$ cat config.mk
export PLATFORM = sky130hd
export DESIGN_NAME = nvm_prog_seq
export DESIGN_NICKNAME = d
export VERILOG_FILES = /design/src/rtl/nvm_seq_pkg.sv /design/src/rtl/nvm_wen_latch.sv /design/src/rtl/nvm_cycle_timer.sv /design/src/rtl/nvm_status_out.sv /design/src/rtl/nvm_prog_seq.sv
export SDC_FILE = /design/constraint.sdc
export NUM_CORES = 1
export LEC_CHECK = 0
export BUFFER_PORTS_ARGS = -buffer_cell sky130_fd_sc_hd__buf_2
export CAP_MARGIN = 40
export CORE_ASPECT_RATIO = 1.75
export CORE_UTILIZATION = 40
export DETAILED_ROUTE_END_ITERATION = 6
export HOLD_SLACK_MARGIN = 0.03
export SYNTH_ARGS = -nofsm -noshare
export SYNTH_HDL_FRONTEND = slang
export SYNTH_SLANG_ARGS = --single-unit
$ cat constraint.sdc
create_clock -name clk -period 3.35 [get_ports clk]
set_input_delay 0 -clock clk [delete_from_list [all_inputs] [get_ports clk]]
set_output_delay 0 -clock clk [all_outputs]
set_load 0.005 [all_outputs]
$ cat src/rtl/nvm_seq_pkg.sv
package nvm_seq_pkg;

    typedef enum logic [2:0] {
        OP_READ      = 3'd0,
        OP_ERASE     = 3'd1,
        OP_ERASE_ALL = 3'd2,
        OP_WRITE     = 3'd3,
        OP_WRITE_ALL = 3'd4,
        OP_PGM_ON    = 3'd5,
        OP_PGM_OFF   = 3'd6,
        OP_NONE      = 3'd7
    } op_e;

    typedef enum logic [2:0] {
        S_IDLE,
        S_ARMED,
        S_ERASE,
        S_PROG,
        S_WAIT,
        S_DONE
    } state_e;

    function automatic logic is_program(op_e op);
        return (op == OP_ERASE) || (op == OP_ERASE_ALL) ||
               (op == OP_WRITE) || (op == OP_WRITE_ALL);
    endfunction

    function automatic logic is_sweep(op_e op);
        return (op == OP_ERASE_ALL) || (op == OP_WRITE_ALL);
    endfunction

    function automatic logic has_data(op_e op);
        return (op == OP_WRITE) || (op == OP_WRITE_ALL);
    endfunction

endpackage

$ cat src/rtl/nvm_wen_latch.sv
module nvm_wen_latch (
    input  logic clk,
    input  logic rst_n,
    input  logic set_i,
    input  logic clr_i,
    output logic wen_o
);

    always_ff @(posedge clk or negedge rst_n) begin
        if (!rst_n) begin
            wen_o <= 1'b0;
        end else if (clr_i) begin
            wen_o <= 1'b0;
        end else if (set_i) begin
            wen_o <= 1'b1;
        end
    end


    wen_hold_chk: assert property (@(posedge clk) disable iff (!rst_n)
        (wen_o && !clr_i) |=> wen_o);

endmodule

$ cat src/rtl/nvm_cycle_timer.sv
module nvm_cycle_timer #(
    parameter int PRESCALE = 125,
    parameter int TW       = 14
) (
    input  logic          clk,
    input  logic          rst_n,
    input  logic          start_i,
    input  logic          run_i,
    input  logic [TW-1:0] limit_i,
    output logic          expired_o
);

    logic          tick;
    logic [TW-1:0] tcnt;

    generate
        if (PRESCALE > 1) begin : g_div
            localparam int PW = $clog2(PRESCALE);
            localparam logic [PW-1:0] PLAST = PW'(PRESCALE - 1);
            logic [PW-1:0] pcnt;

            always_ff @(posedge clk or negedge rst_n) begin
                if (!rst_n) begin
                    pcnt <= '0;
                end else if (start_i) begin
                    pcnt <= '0;
                end else if (run_i) begin
                    if (pcnt == PLAST) begin
                        pcnt <= '0;
                    end else begin
                        pcnt <= pcnt + 1'b1;
                    end
                end
            end

            assign tick = run_i && !start_i && (pcnt == PLAST);
        end else begin : g_nodiv
            assign tick = run_i && !start_i;
        end
    endgenerate

    always_ff @(posedge clk or negedge rst_n) begin
        if (!rst_n) begin
            tcnt <= '0;
        end else if (start_i) begin
            tcnt <= '0;
        end else if (tick && (tcnt != '1)) begin
            tcnt <= tcnt + 1'b1;
        end
    end

    assign expired_o = (tcnt >= limit_i);


    expiry_sticky_chk: assert property (@(posedge clk) disable iff (!rst_n)
        (expired_o && run_i && !start_i && $stable(limit_i)) |=> expired_o);

endmodule

$ cat src/rtl/nvm_status_out.sv
module nvm_status_out #(
    parameter int MIN_CSL = 32
) (
    input  logic clk,
    input  logic rst_n,
    input  logic cs_i,
    input  logic busy_i,
    input  logic avail_set_i,
    input  logic avail_clr_i,
    output logic do_oe_o,
    output logic do_val_o
);

    localparam int CW = $clog2(MIN_CSL + 1);
    localparam logic [CW-1:0] CMIN = CW'(MIN_CSL);

    logic          cs_q;
    logic [CW-1:0] lowcnt;
    logic          avail_q;
    logic          oe_q;
    logic          cs_rise;

    assign cs_rise = cs_i && !cs_q;

    always_ff @(posedge clk or negedge rst_n) begin
        if (!rst_n) begin
            cs_q   <= 1'b1;
            lowcnt <= '0;
        end else begin
            cs_q <= cs_i;
            if (!cs_i) begin
                if (lowcnt != CMIN) begin
                    lowcnt <= lowcnt + 1'b1;
                end
            end else begin
                lowcnt <= '0;
            end
        end
    end

    always_ff @(posedge clk or negedge rst_n) begin
        if (!rst_n) begin
            avail_q <= 1'b0;
        end else if (avail_set_i) begin
            avail_q <= 1'b1;
        end else if (avail_clr_i) begin
            avail_q <= 1'b0;
        end
    end

    always_ff @(posedge clk or negedge rst_n) begin
        if (!rst_n) begin
            oe_q <= 1'b0;
        end else if (!cs_i) begin
            oe_q <= 1'b0;
        end else if (cs_rise && (lowcnt >= CMIN) && avail_q) begin
            oe_q <= 1'b1;
        end
    end

    assign do_oe_o  = oe_q;
    assign do_val_o = !busy_i;


    oe_drop_chk: assert property (@(posedge clk) disable iff (!rst_n)
        !cs_i |=> !do_oe_o);


    oe_qualified_chk: assert property (@(posedge clk) disable iff (!rst_n)
        $rose(do_oe_o) |-> ($past(avail_q) && $past(cs_i)));

endmodule

$ cat src/rtl/nvm_prog_seq.sv
module nvm_prog_seq
    import nvm_seq_pkg::*;
#(
    parameter int DEPTH    = 64,
    parameter int WIDTH    = 16,
    parameter int PRESCALE = 125,
    parameter int T_WORD   = 6000,
    parameter int T_ALL    = 15000,
    parameter int MIN_CSL  = 32,
    localparam int AW      = $clog2(DEPTH)
) (
    input  logic             clk,
    input  logic             rst_n,
    input  logic             cs,
    input  logic             cmd_valid,
    input  logic [2:0]       cmd_op,
    input  logic [AW-1:0]    cmd_addr,
    input  logic [WIDTH-1:0] cmd_data,
    output logic             mem_we,
    output logic [AW-1:0]    mem_addr,
    output logic [WIDTH-1:0] mem_wdata,
    output logic             busy,
    output logic             done,
    output logic             do_oe,
    output logic             do_val
);

    localparam int TMAX = (T_ALL > T_WORD) ? T_ALL : T_WORD;
    localparam int TW   = $clog2(TMAX + 1);
    localparam logic [AW-1:0] LAST_ADDR = AW'(DEPTH - 1);
    localparam logic [TW-1:0] LIM_WORD  = TW'(T_WORD);
    localparam logic [TW-1:0] LIM_ALL   = TW'(T_ALL);

    state_e           state, state_nx;
    op_e              op_in, op_r;
    logic [AW-1:0]    addr_r, sweep_addr;
    logic [WIDTH-1:0] data_r;
    logic             cs_q;
    logic             wen;
    logic             tmr_expired;
    logic [TW-1:0]    limit;

    logic cmd_pgm, load, reject, cs_fall, start;
    logic pgm_on, pgm_off;
    logic all_op, data_op, sweep_last, sweep_step;

    assign op_in = op_e'(cmd_op);

    always_comb begin
        cmd_pgm    = cmd_valid && is_program(op_in);
        load       = (state == S_IDLE) && cmd_pgm && wen;
        reject     = (state == S_IDLE) && cmd_pgm && !wen;
        pgm_on     = cmd_valid && (op_in == OP_PGM_ON);
        pgm_off    = cmd_valid && (op_in == OP_PGM_OFF);
        cs_fall    = cs_q && !cs;
        start      = (state == S_ARMED) && cs_fall;
        all_op     = is_sweep(op_r);
        data_op    = has_data(op_r);
        sweep_last = !all_op || (sweep_addr == LAST_ADDR);
        sweep_step = (state == S_ERASE) || (state == S_PROG);
        limit      = (op_r == OP_WRITE_ALL) ? LIM_ALL : LIM_WORD;
    end

    nvm_wen_latch u_wen (
        .clk   (clk),
        .rst_n (rst_n),
        .set_i (pgm_on),
        .clr_i (pgm_off),
        .wen_o (wen)
    );

    nvm_cycle_timer #(
        .PRESCALE (PRESCALE),
        .TW       (TW)
    ) u_timer (
        .clk       (clk),
        .rst_n     (rst_n),
        .start_i   (start),
        .run_i     (busy),
        .limit_i   (limit),
        .expired_o (tmr_expired)
    );

    nvm_status_out #(
        .MIN_CSL (MIN_CSL)
    ) u_status (
        .clk         (clk),
        .rst_n       (rst_n),
        .cs_i        (cs),
        .busy_i      (busy),
        .avail_set_i (start || reject),
        .avail_clr_i (load),
        .do_oe_o     (do_oe),
        .do_val_o    (do_val)
    );

    // next-state logic
    always_comb begin
        state_nx = state;
        unique case (state)
            S_IDLE:  if (load) state_nx = S_ARMED;
            S_ARMED: if (cs_fall) state_nx = S_ERASE;
            S_ERASE: if (sweep_last) state_nx = data_op ? S_PROG : S_WAIT;
            S_PROG:  if (sweep_last) state_nx = S_WAIT;
            S_WAIT:  if (tmr_expired) state_nx = S_DONE;
            S_DONE:  state_nx = S_IDLE;
            default: state_nx = S_IDLE;
        endcase
    end

    // state register
    always_ff @(posedge clk or negedge rst_n) begin
        if (!rst_n) begin
            state <= S_IDLE;
            cs_q  <= 1'b0;
        end else begin
            state <= state_nx;
            cs_q  <= cs;
        end
    end

    // command hold and sweep address
    always_ff @(posedge clk or negedge rst_n) begin
        if (!rst_n) begin
            op_r       <= OP_NONE;
            addr_r     <= '0;
            data_r     <= '0;
            sweep_addr <= '0;
        end else begin
            if (load) begin
                op_r   <= op_in;
                addr_r <= cmd_addr;
                data_r <= cmd_data;
            end
            if (sweep_step) begin
                if (sweep_last) begin
                    sweep_addr <= '0;
                end else begin
                    sweep_addr <= sweep_addr + 1'b1;
                end
            end
        end
    end

    // outputs
    always_comb begin
        mem_we    = 1'b0;
        mem_addr  = all_op ? sweep_addr : addr_r;
        mem_wdata = data_r;
        busy      = 1'b0;
        done      = 1'b0;
        unique case (state)
            S_IDLE, S_ARMED: ;
            S_ERASE: begin
                mem_we    = 1'b1;
                mem_wdata = '1;
                busy      = 1'b1;
            end
            S_PROG: begin
                mem_we = 1'b1;
                busy   = 1'b1;
            end
            S_WAIT:  busy = 1'b1;
            S_DONE:  done = 1'b1;
            default: ;
        endcase
    end


    arm_needs_wen_chk: assert property (@(posedge clk) disable iff (!rst_n)
        (state == S_ARMED && $past(state) == S_IDLE) |-> $past(wen));


    start_on_fall_chk: assert property (@(posedge clk) disable iff (!rst_n)
        $rose(busy) |-> ($past(cs_q) && !$past(cs)));


    erase_first_chk: assert property (@(posedge clk) disable iff (!rst_n)
        (state == S_PROG && $past(state) != S_PROG) |-> ($past(state) == S_ERASE));


    no_abort_chk: assert property (@(posedge clk) disable iff (!rst_n)
        (busy && !tmr_expired) |=> busy);


    done_pulse_chk: assert property (@(posedge clk) disable iff (!rst_n)
        done |=> !done);


    done_after_busy_chk: assert property (@(posedge clk) disable iff (!rst_n)
        $rose(done) |-> $past(busy));

endmodule

# ---- Word-level counts from Yosys, hierarchy flattened
# Index checks and enable logic that the tools add are counted.
dict set report classes {
  reduce_logical 37
  muxes 27
  eq_ne 24
  order_cmp 2
  addsub 4
}
# op n
set op_table {}
lappend op_table {{$mux 14} 3}
lappend op_table {{$mux 6} 4}
lappend op_table {{$mux 7} 3}
lappend op_table {{$eq 3x2->1 const B} 6}
lappend op_table {{$eq 3x3->1 const B} 6}
lappend op_table {{$mux 3} 6}
lappend op_table {{$mux 16} 1}
lappend op_table {{$pmux 3 s5} 1}
lappend op_table {{$add 14x1->14 const B} 1}
lappend op_table {{$ge 14x14->1} 1}
lappend op_table {{$logic_and 1x1->1} 14}
lappend op_table {{$ne 14x14->1 const B} 1}
lappend op_table {{$add 6x1->6 const B} 2}
lappend op_table {{$ne 2x2->1 const B} 5}
lappend op_table {{$reduce_bool 2->1} 5}
lappend op_table {{$mux 1} 9}
lappend op_table {{$logic_or 1x1->1} 8}
lappend op_table {{$add 7x1->7 const B} 1}
lappend op_table {{$eq 7x7->1 const B} 1}
lappend op_table {{$eq 3x1->1 const B} 2}
lappend op_table {{$eq 6x6->1 const B} 1}
lappend op_table {{$ge 6x6->1 const B} 1}
lappend op_table {{$logic_not 1->1} 6}
lappend op_table {{$ne 6x6->1 const B} 1}
lappend op_table {{5 further kinds} 5}
dict set report totals {
  output_inout_bits 27
  word_cells 107
  regBits 66
  in_bits 29
}

# ---- Logic depth before layout (Yosys ltp)
# Gate-level depths: netlist of run 1.
dict set report logic_depth {
  ltp_word 9
  depth_mapped 10
  mapped_depth_nobuf 9
}

# ---- Cells and area by module
# A second synthesis of run 1 with hierarchy kept.
dict set report unflattened {
  hier_cells 371
  area_unflattened_um2 3857.4
}
# mod instances seq_area_each_um2 area_each_um2 cells_per_inst
set modules_own_cells {}
lappend modules_own_cells {nvm_prog_seq 1 879.6 1888.1 156}
lappend modules_own_cells {nvm_cycle_timer 1 525.5 1495.2 172}
lappend modules_own_cells {nvm_status_out 1 226.5 439.2 41}
lappend modules_own_cells {nvm_wen_latch 1 25.0 35.0 2}

# ---- Worst setup path after synthesis of run 1
# OpenSTA, ideal clock, no wires.
dict set report synth_timing {
  kind {register -> register}
  startpoint {reg op_r[0]}
  endpoint {reg state[0]}
  path_buffers 1
  stages_incl_launch_ff 11
  synth_period_minus_slack_ps 2291
  setup_time_ps 128
  t_arrival_ps 2164
  required_time_ps 3222
  slack_ps 1059
  path_cell_list {dfstp_2 > clkbuf_1 > nor2_1 > nand2_1 > inv_1 > ha_1 > nand3b_1 > a21oi_1 > o21a_1 > o31ai_1 > mux2_1}
}
dict set report synth_via {
  elab_chain_cells 6
  elab_cells_between_ends 16
  classes_between {1 x order compare; 6 x eq/ne; 4 x mux; 5 x reduce/logical}
}
# element line
set synth_lines {}
lappend synth_lines {{from (decl)} nvm_prog_seq.sv:35} ;# op_e op_in, op_r;
lappend synth_lines {{from (signal assigned)} nvm_prog_seq.sv:131} ;# op_r <= op_in;
lappend synth_lines {{parallel branches: the longest is 6 deep, another holds $ge 14x14->1} n/a}
lappend synth_lines {{to (signal assigned)} nvm_prog_seq.sv:117} ;# state <= state_nx;
lappend synth_lines {{to (decl)} nvm_prog_seq.sv:34} ;# state_e state, state_nx;
# Parallel ways; which one is timed is not known. The select of a mux whose other input is x is not followed.
# A chain may end at the register's enable or synchronous reset.

# ---- Final worst setup path of run 1
dict set report layout_timing {
  startpoint {reg state[2]}
  endpoint {out mem_wdata[10]}
}
dict set report layout_via {
  elab_chain_cells 2
}
# element line
set layout_lines {}
lappend layout_lines {{$eq 3x2->1} nvm_prog_seq.sv:152} ;# unique case (state)
lappend layout_lines {{$mux 16} nvm_prog_seq.sv:152}
lappend layout_lines {{to (decl)} nvm_prog_seq.sv:21} ;# output logic [WIDTH-1:0] mem_wdata,
# Every way passes these cells.

==> results.sh, run 1 <==
export IMPL_synth_top_area_cell="dfrtp_1"
export IMPL_rsz0062_at_grt="false"
export IMPL_start_kind="flip-flop"
export IMPL_clk_latency_ns=0.32
export IMPL_vias_per_cell=5.119
export IMPL_cp_top_family="simple AND/OR/NAND/NOR gates"
export IMPL_hold_path_depth=3
export IMPL_grt_pass1_vias=2784
export IMPL_instances_no_fill=544
export IMPL_crit_path_cell_trace="nand2b_1 -> nor2_1 -> or2_2 -> buf_2"
export IMPL_post_synth_inst_count=336
export IMPL_overflow=0
export IMPL_yosysSeqAreaShare=0.4712
export IMPL_place_inst=499
export IMPL_endpoint_kind="output port"
export IMPL_clock_skew_ns=0.004765
export IMPL_max_stage_delay_ns=0.70
export IMPL_path_depth=4
export IMPL_place_area_sq_mm=0.003941
export IMPL_synth_seq_cells=66
export IMPL_p_switching_mw=1.100
export IMPL_slew_viol_final=0
export IMPL_synth_top_area_frac=0.4413
export IMPL_relSlewSlack=0.5234
export IMPL_final_nets=468
export IMPL_wl_per_cell_um=13.87
export IMPL_initial_core_util=0.4174
export IMPL_hp_start="cmd_valid"
export IMPL_dr_pass1_iters=4
export IMPL_num_rows=44
export IMPL_finalInstanceArea_sq_mm=0.004547
export IMPL_ys_flop_type="dfrtp_1"
export IMPL_p_comb_frac=0.347
export IMPL_core_sq_mm=0.008423
export IMPL_die_x_um=72.87
export IMPL_syn_to_final_growth_pct=29.32
export IMPL_p_clk_frac=0.284
export IMPL_p_sw_frac=0.3219
export IMPL_chipHeight_um=126.0
export IMPL_seqCellArea_sq_mm=0.001657
export IMPL_critical_path_class="reg -> out"
export IMPL_clock_sinks=66
export IMPL_seqPwrFrac=0.369
export IMPL_leakage_nw=2.090
export IMPL_p_per_area_mw_per_mm2=751.2
export IMPL_utilization=0.5398
export IMPL_p_int_mw=2.316
export IMPL_die_area_sq_mm=0.009183
export IMPL_numCtsBuffers=9
export IMPL_yosysUniqueCellTypes=50
export IMPL_reg2reg_slack_ns=1.05
export IMPL_cts_root_buf="clkbuf_16"
export IMPL_routed_wl_mm=7.546
export IMPL_ys_warn_count=0
export IMPL_max_freq_ghz=0.4318
export IMPL_hpwl_mm=5.389
export IMPL_synth_edff_count=0
export IMPL_cts_clk_slew_worst_paths_ns=0.05
export IMPL_multiInputGateArea_sq_mm=0.001758
export IMPL_ioPinCount=56
export IMPL_portBuffers=55
export IMPL_cp_slowest_cell="nor2_1"
export IMPL_fillers=748
export IMPL_vias=2785
export IMPL_r2r_end="state[0]$_DFFE_PN0P_"
export IMPL_finalHoldViolCount=0
export IMPL_ir_drop_uv=312.1
export IMPL_path_buf_inv=1
export IMPL_hold_end="u_status.avail_q$_DFFE_PN0P_"
export IMPL_gp_routability_congestion=0.8136
export IMPL_timing_rr_start="op_r[0]$_DFFE_PN1P_"
export IMPL_synthTopCellsByArea="dfrtp_1 44%, mux2_1 6.4%, ha_1 5.3%"
export IMPL_drcViolationCount=0
export IMPL_antenna_found_initial=0
export IMPL_synth_area_sq_mm=0.003516
export IMPL_finalSetupViolations=0
export IMPL_status="finished, final reports clean"
export IMPL_maxCapViolCount=0
export IMPL_track_usage=0.1807
export IMPL_arrival_ns=2.32
export IMPL_power_mw=3.415
export IMPL_crit_path_max_fanout=16
export IMPL_syn_nets=380
export IMPL_layout_drive_gt1_share=0.2611
export IMPL_cp_required_ns=3.35
export IMPL_grt_start_max_net_pins=38
export IMPL_cts_buffer_depth=2
export IMPL_fin_crit_sh=0.6913
export IMPL_cts_resized=0
export IMPL_drtAntennaViolNets=0
export IMPL_hp_class="in -> reg"
export IMPL_dr_first_iter_drc_count=205
export IMPL_worst_pin_slew_ns=0.7084
export IMPL_diodes=0
export IMPL_cts_tree="yes"
export IMPL_grt_first_pass_wirelength_mm=12.73
export IMPL_fin_tns_setup_ns=0
export IMPL_avgSynthCellArea_sq_um=10.46
export IMPL_final_min_clock_period_ns=2.316
export IMPL_cts_setup_buffers=0
export IMPL_cts_max_level=3
export IMPL_async_flop_share=1.000
export IMPL_r2r_cells=9
-- what timing repair did --
item | 4_1_cts | 5_1_grt
hold buffers | 29 | 0
endpoints found under the hold margin | 73 | 0
endpoints found under the setup margin | 0 | 0
-- synth_stat cells (2+ instances only) --
cell	instances
dfrtp_1	62
nor2b_1	3
clkbuf_1	6
o2111ai_1	2
nor2_1	33
o21a_1	3
mux2_1	20
o31ai_1	7
o21ai_0	13
nand2_1	23
a21o_1	2
nor2_2	2
xor2_1	13
nand4_1	6
or2_2	16
a21boi_0	2
and3_1	4
buf_2	3
nor3_1	7
ha_1	15
inv_1	12
and4_1	3
o41ai_1	2
a21oi_1	4
nand3_1	16
o21ai_1	4
mux2i_1	2
nand3b_1	3
dfstp_2	4
mux2_2	12
and2_1	5
nand2b_1	4
xnor2_1	6
-- layer usage --
metal,share of wire,GRT usage
met3,0.034,0.03920
met2,0.55,0.3321
met1,0.39,0.1814
met4,0.029,0.1015
met5,0,0
-- how the worst max path moves through the flow --
| stage | endpoint | from |
|---|---|---|
| after floorplan | state[0]$_DFFE_PN0P_ | op_r[0]$_DFFE_PN1P_ |
| after global placement | state[0]$_DFFE_PN0P_ | op_r[0]$_DFFE_PN1P_ |
| after detailed placement | state[0]$_DFFE_PN0P_ | op_r[0]$_DFFE_PN1P_ |
| after CTS | mem_wdata[12] | state[2]$_DFFE_PN0P_ |
| after global routing | mem_wdata[10] | state[2]$_DFFE_PN0P_ |
| final | mem_wdata[10] | state[2]$_DFFE_PN0P_ |
-- worst reg2reg max path: stages (launching register included) --
cell,delay [ns]
dfstp_2,0.58
nor2_1,0.05
nand2_1,0.12
inv_1,0.14
ha_1,0.29
nand3b_1,0.09
a21oi_1,0.07
o21a_1,0.16
o31ai_1,0.32
mux2_1,0.35
-- state kept, by name, summed over array words and instances (netlist names), 3 cells and up --
register,cells
u_timer.tcnt,14
sweep_addr,6
state,3
addr_r,6
u_timer.g_div.pcnt,7
data_r,16
u_status.lowcnt,6
op_r,3
-- cell families (layout without fill, tap and decap cells) --
kind of cell / Yosys count / count (layout) / share of synthesized area
AO/OA/AOI/OAI: 49 / 49 / 0.1028
XOR/XNOR: 19 / 19 / 0.04733
adder cells (fa/ha/maj): 15 / 15 / 0.05338
buffers and inverters: 23 / 116 / 0.02882
flip-flops: 66 / 66 / 0.4712
multiplexers: 34 / 34 / 0.1082
AND/OR/NAND/NOR: 130 / 130 / 0.1883
-- stage by stage --
step	setup slack (ns)	hold slack (ns)
2_1_floorplan	1.059	-0.2956
3_3_place_gp	1.106	0.1572
3_5_place_dp	1.050	-0.1895
4_1_cts	1.003	0.07964
5_1_grt	0.8360	0.1059
6_report	1.034	0.08754
-- layout by cell type (no fill, tap or decap), drive strengths merged, types with 13 or more instances in the layout --
master	instances
nand2	23
nand3	16
buf	59
xor2	13
mux2	32
dfrtp	62
nor2	35
dlygate4sd3	29
ha	15
o21ai	17
or2	16
-- layout make-up --
cell class / instances / share of cell area
multi-input combinational: 247 / 0.3866
clock inverter: 4 / 0.01073
clock buffer: 12 / 0.05861
timing repair buffer: 88 / 0.1381
sequential: 66 / 0.3643
tap: 115 / 0.03165
inverter: 12 / 0.009906
-- power by group through the flow --
stage          Sequential (mW)  Combinational [mW]  Clock [mW]
2_1_floorplan             1.19               0.836           0
3_3_place_gp              1.26                1.14           0
3_5_place_dp              1.28                1.17           0
4_1_cts                   1.26                1.20       0.996
5_1_grt                   1.30                1.34        1.03
6_report                  1.26                1.18       0.970
Note: power is estimated with default switching activity, not from simulation.
==> run 2, diff against run 1 <==
==> constraint.sdc (replaced) <==
create_clock -name clk -period 2.3 [get_ports clk]
set_input_delay 0 -clock clk [delete_from_list [all_inputs] [get_ports clk]]
set_output_delay 0 -clock clk [all_outputs]
set_load 0.005 [all_outputs]
==> run 2 against run 1 <==
  * Cell count rose by 1.1%
  * First-iteration DRC count decreased by 51%
  * Critical path depth increased by 5
  * Routed wire length is 0.30% lower
  * Flip-flop and latch count stayed put
==> results.sh, run 2 (synthesized netlist as in run 1, its figures left out) <==
export IMPL_final_common_cell="dfrtp_1"
export IMPL_largest_register="data_r"
export IMPL_initial_core_util=0.4174
export IMPL_cp_slowest_cell="dfstp_2"
export IMPL_core_sq_mm=0.008423
export IMPL_p_clk_frac=0.251
export IMPL_status="finished, final reports clean"
export IMPL_maxCapViolCount=0
export IMPL_top_regs="data_r x16, u_timer.tcnt x14, u_timer.g_div.pcnt x7"
export IMPL_fin_crit_sh=0.9314
export IMPL_grt_first_pass_wirelength_mm=12.83
export IMPL_p_sw_frac=0.3383
export IMPL_portBuffers=55
export IMPL_fillers=776
export IMPL_cts_buffer_depth=2
export IMPL_power_mw=4.880
export IMPL_hpwl_mm=5.398
export IMPL_cts_tree="yes"
export IMPL_relSlewSlack=0.5270
export IMPL_overflow=0
export IMPL_cts_setup_buffers=0
export IMPL_timing_rr_start="op_r[1]$_DFFE_PN1P_"
export IMPL_path_buf_inv=1
export IMPL_clk_latency_ns=0.33
export IMPL_routed_wl_mm=7.523
export IMPL_die_area_sq_mm=0.009183
export IMPL_crit_path_max_fanout=6
export IMPL_ioPinCount=56
export IMPL_endpoint_kind="flip-flop"
export IMPL_fin_tns_setup_ns=0
export IMPL_worst_pin_slew_ns=0.7095
export IMPL_dr_first_iter_drc_count=100
export IMPL_finalSetupViolations=0
export IMPL_p_comb_frac=0.382
export IMPL_hp_class="in -> reg"
export IMPL_ir_drop_uv=415.5
export IMPL_track_usage=0.1835
export IMPL_seqPwrFrac=0.366
export IMPL_final_cell_mix="62 x dfrtp_1, 55 x buf_2, 32 x nor2_1, 28 x dlygate4sd3_1, 22 x nand2_1"
export IMPL_crit_path_cell_trace="nor2_1 -> nand2_2 -> inv_2 -> ha_1 -> nand3b_1 -> a21oi_1 -> o21a_1 -> o31ai_2 -> mux2_1"
export IMPL_grt_pass1_vias=2852
export IMPL_slew_viol_final=0
export IMPL_cp_required_ns=2.51
export IMPL_wl_per_cell_um=13.68
export IMPL_num_rows=44
export IMPL_critical_path_class="reg -> reg"
export IMPL_r2r_end="state[0]$_DFFE_PN0P_"
export IMPL_start_kind="flip-flop"
export IMPL_final_nets=474
export IMPL_r2r_cells=9
export IMPL_final_min_clock_period_ns=2.142
export IMPL_cts_root_buf="clkbuf_16"
export IMPL_arrival_ns=2.36
export IMPL_dr_pass1_iters=4
export IMPL_clock_sinks=66
export IMPL_clock_skew_ns=0.007810
export IMPL_max_stage_delay_ns=0.55
export IMPL_grt_start_max_net_pins=37
export IMPL_hold_end="u_status.avail_q$_DFFE_PN0P_"
export IMPL_vias=2773
export IMPL_cts_clk_slew_worst_paths_ns=0.05
export IMPL_die_x_um=72.87
export IMPL_p_switching_mw=1.651
export IMPL_reg2reg_slack_ns=0.16
export IMPL_leakage_nw=2.086
export IMPL_max_freq_ghz=0.4668
export IMPL_p_per_area_mw_per_mm2=1076
export IMPL_drcViolationCount=0
export IMPL_seqCellArea_sq_mm=0.001657
export IMPL_drtAntennaViolNets=0
export IMPL_hp_start="cmd_valid"
export IMPL_syn_to_final_growth_pct=28.97
export IMPL_p_int_mw=3.230
export IMPL_numCtsBuffers=9
export IMPL_cp_top_family="flip-flops"
export IMPL_cts_max_level=3
export IMPL_rsz0062_at_grt="false"
export IMPL_layout_drive_gt1_share=0.2828
export IMPL_gp_routability_congestion=0.8366
export IMPL_diodes=0
export IMPL_multiInputGateArea_sq_mm=0.001768
export IMPL_largest_reg_flops=16
export IMPL_finalHoldViolCount=0
export IMPL_chipHeight_um=126.0
export IMPL_hold_slack_ns=0.07508
export IMPL_hold_path_depth=3
export IMPL_vias_per_cell=5.042
export IMPL_antenna_found_initial=0
[run 2: metrics by stage]
step / worst slack [ns] / cells / instance area (sq um) / util
finish: 0.1578 / 550 / 4534 / 0.5383
floorplan: 0.008795 / 336 / 3516 / -
detailed placement: -0.001815 / 506 / 3974 / 0.4718
global placement: 0.08557 / 506 / 3974 / 0.4718
CTS: 0.03968 / 550 / 4532 / 0.5380
global route: 0.01777 / 550 / 4534 / 0.5383
[run 2: worst max-delay path by stage]
stage / cells past startpoint / slack (ns) / endpoint / start
finish: 9 / 0.16 / state[0]$_DFFE_PN0P_ / op_r[1]$_DFFE_PN1P_
global route: 9 / 0.02 / state[0]$_DFFE_PN0P_ / op_r[1]$_DFFE_PN1P_
CTS: 9 / 0.04 / state[0]$_DFFE_PN0P_ / op_r[1]$_DFFE_PN1P_
detailed placement: 9 / -0.002 / state[0]$_DFFE_PN0P_ / op_r[1]$_DFFE_PN1P_
global placement: 9 / 0.09 / state[0]$_DFFE_PN0P_ / op_r[1]$_DFFE_PN1P_
floorplan: 10 / 0.009 / state[0]$_DFFE_PN0P_ / op_r[0]$_DFFE_PN1P_
[run 2: cell type report]
type / count / share of cell area
multi-input combinational: 247 / 0.3899
sequential: 66 / 0.3653
timing repair buffer: 94 / 0.1435
clock buffer: 9 / 0.04967
tap: 115 / 0.03173
clock inverter: 7 / 0.009934
inverter: 12 / 0.009934
[run 2: timing repair]
item,CTS,global route
resized for setup,2,2
pin swaps,0,0
endpoints found under the setup margin,6,2
hold buffers,28,0
endpoints found under the hold margin,64,0
[run 2: worst min-delay path, delay by kind of cell]
kind            cells  cell delay [ns]
compound gates      2             0.25
buf+inv             1             0.12
[run 2: power by group through the flow]
stage	Combinational (mW)	Sequential (mW)	Clock [mW]
final	1.87	1.79	1.23
after global routing	2.10	1.84	1.32
after CTS	1.88	1.79	1.26
after detailed placement	1.82	1.81	0
after global placement	1.78	1.79	0
after floorplan	1.22	1.74	0
[run 2: layer usage]
metal	global-route usage	share of wire
met1	0.1876	0.39
met3	0.04560	0.031
met2	0.3425	0.57
met5	0	0
met4	0.07612	0.014
==> run 3, diff against run 2 <==
==> constraint.sdc (replaced) <==
create_clock -name clk -period 1.7 [get_ports clk]
set_input_delay 0 -clock clk [delete_from_list [all_inputs] [get_ports clk]]
set_output_delay 0 -clock clk [all_outputs]
set_load 0.005 [all_outputs]
==> run 3 against run 2 <==
  * The flow now finishes with violations (negative setup slack)
  * Critical endpoint unchanged
  * Register-to-register slack worse by 0.51 ns
  * Flip-flop and latch count did not move
  * Die area is the same
  * Largest power group unchanged
  * Highest routed layer unchanged
  * Via count grew 12%
  * Utilization is 12 points higher
==> results.sh, run 3 (synthesized netlist as in run 1, its figures left out) <==
export IMPL_diodes=0
export IMPL_slew_viol_final=0
export IMPL_cts_tree="yes"
export IMPL_critical_path_class="reg -> reg"
export IMPL_violations="negative setup slack"
export IMPL_relSlewSlack=0.6415
export IMPL_maxCapViolCount=0
export IMPL_cp_required_ns=1.92
export IMPL_routed_wl_mm=9.749
export IMPL_hold_path_depth=3
export IMPL_ir_drop_uv=689.5
export IMPL_die_x_um=72.87
export IMPL_fin_crit_sh=1.207
export IMPL_power_mw=8.599
export IMPL_cts_buffer_depth=2
export IMPL_vias_per_cell=5.100
export IMPL_finalHoldViolCount=0
export IMPL_p_comb_frac=0.483
export IMPL_leakage_nw=2.575
export IMPL_worst_pin_slew_ns=0.5329
export IMPL_r2r_cells=6
export IMPL_largest_register="data_r"
export IMPL_gp_routability_congestion=0.7620
export IMPL_antenna_found_initial=0
export IMPL_seqPwrFrac=0.281
export IMPL_endpoint_kind="flip-flop"
export IMPL_numCtsBuffers=9
export IMPL_num_rows=44
export IMPL_drtAntennaViolNets=0
export IMPL_vias=3106
export IMPL_chipHeight_um=126.0
export IMPL_final_min_clock_period_ns=2.051
export IMPL_rsz0062_at_grt="true"
export IMPL_cts_root_buf="clkbuf_16"
export IMPL_clock_skew_ns=0.004404
export IMPL_core_sq_mm=0.008423
export IMPL_cts_max_level=3
export IMPL_p_switching_mw=2.871
export IMPL_final_nets=533
export IMPL_initial_core_util=0.4174
export IMPL_start_kind="flip-flop"
export IMPL_wl_per_cell_um=16.01
export IMPL_die_area_sq_mm=0.009183
export IMPL_top_regs="data_r x16, u_timer.tcnt x14, u_timer.g_div.pcnt x7"
export IMPL_setup_ws_ns=-0.3511
export IMPL_hp_class="in -> reg"
export IMPL_max_freq_ghz=0.4875
export IMPL_ioPinCount=56
export IMPL_grt_first_pass_wirelength_mm=13.95
export IMPL_clock_sinks=66
export IMPL_status="finished, violations left"
export IMPL_dr_first_iter_drc_count=121
export IMPL_p_clk_frac=0.237
export IMPL_layout_drive_gt1_share=0.4717
export IMPL_syn_to_final_growth_pct=56.62
export IMPL_largest_reg_flops=16
export IMPL_finalSetupViolations=47
export IMPL_p_per_area_mw_per_mm2=1562
export IMPL_drcViolationCount=0
export IMPL_crit_path_max_fanout=4
export IMPL_dpl_worst_slack_ns=-0.3168
export IMPL_grt_pass1_vias=3121
export IMPL_cts_clk_slew_worst_paths_ns=0.05
export IMPL_final_common_cell="dfrtp_1"
export IMPL_portBuffers=55
export IMPL_p_sw_frac=0.3338
export IMPL_overflow=0
export IMPL_arrival_ns=2.27
export IMPL_grt_start_max_net_pins=67
export IMPL_p_int_mw=5.728
export IMPL_final_cell_mix="62 x dfrtp_1, 54 x buf_2, 53 x buf_4, 29 x nor2_1, 28 x dlygate4sd3_1"
export IMPL_clk_latency_ns=0.34
export IMPL_dr_pass1_iters=4
export IMPL_hpwl_mm=5.870
export IMPL_track_usage=0.1996
-- run 3: final cells by class --
cell class / instances / area, sq um
Multi-Input combinational cell: 248 / 2133
Clock inverter: 6 / 88.84
Inverter: 12 / 52.55
Timing Repair Buffer: 152 / 1192
Tap cell: 115 / 143.9
Sequential cell: 66 / 1657
Fill cell: 645 / 2917
Clock buffer: 10 / 239.0
-- run 3: worst max-delay path, cell delays in order (launching register included) --
cell and delay (ns):
dfstp_2 0.56, nand2_4 0.10, ha_1 0.34, a21oi_1 0.19, o21ai_1 0.11, o31ai_4 0.30, mux2_4 0.34
-- run 3: what timing repair did --
item,CTS,global route
setup endpoints to repair,70,70
gates resized for setup,21,55
hold buffers,28,0
gates cloned,0,4
pin swaps,5,15
buffers inserted,5,8
hold endpoints to repair,101,0
-- run 3: power by group through the flow --
| stage | registers, mW | logic, mW | clock network, mW |
|---|---|---|---|
| 6_report | 2.41 | 4.15 | 2.03 |
| 5_1_grt | 2.47 | 4.48 | 2.13 |
| 4_1_cts | 2.38 | 3.31 | 2.08 |
| 3_5_place_dp | 2.40 | 3.07 | 0 |
| 3_3_place_gp | 2.36 | 3.00 | 0 |
| 2_1_floorplan | 2.37 | 1.80 | 0 |
-- run 3: worst paths after layout --
kind	start	slack [ns]	to
max	op_r[2]$_DFFE_PN1P_	-0.35	state[0]$_DFFE_PN0P_
min	cmd_valid	0.08	u_status.avail_q$_DFFE_PN0P_
max reg2reg	op_r[2]$_DFFE_PN1P_	-0.35	state[0]$_DFFE_PN0P_
min reg2reg	u_status.do_oe_o$_DFFE_PN0P_	0.50	u_status.do_oe_o$_DFFE_PN0P_
max in group asynchronous	rst_n	1.13	op_r[2]$_DFFE_PN1P_
min in group asynchronous	rst_n	0.23	data_r[10]$_DFFE_PN0P_
-- run 3: per-stage QoR --
stage          utilization  setup TNS [ns]  hold slack (ns)  std cells  cell area (sq um)
2_1_floorplan            -          -1.103          -0.2956        336               3656
3_3_place_gp        0.5235          -6.227          0.04458        548               4409
3_5_place_dp        0.5235          -6.432          0.04789        548               4409
4_1_cts             0.6108          -6.992          0.06469        597               5145
5_1_grt             0.6537          -6.457           0.1035        609               5507
6_report            0.6537          -4.057          0.07828        609               5507
-- run 3: per-layer routing --
layer  track usage  vias up  share of wire
li1              -     1493              -
met2        0.3705       73           0.56
met4        0.1073        0          0.038
met5             0        -              0
met1        0.1980     1513           0.37
met3       0.04480       27          0.031
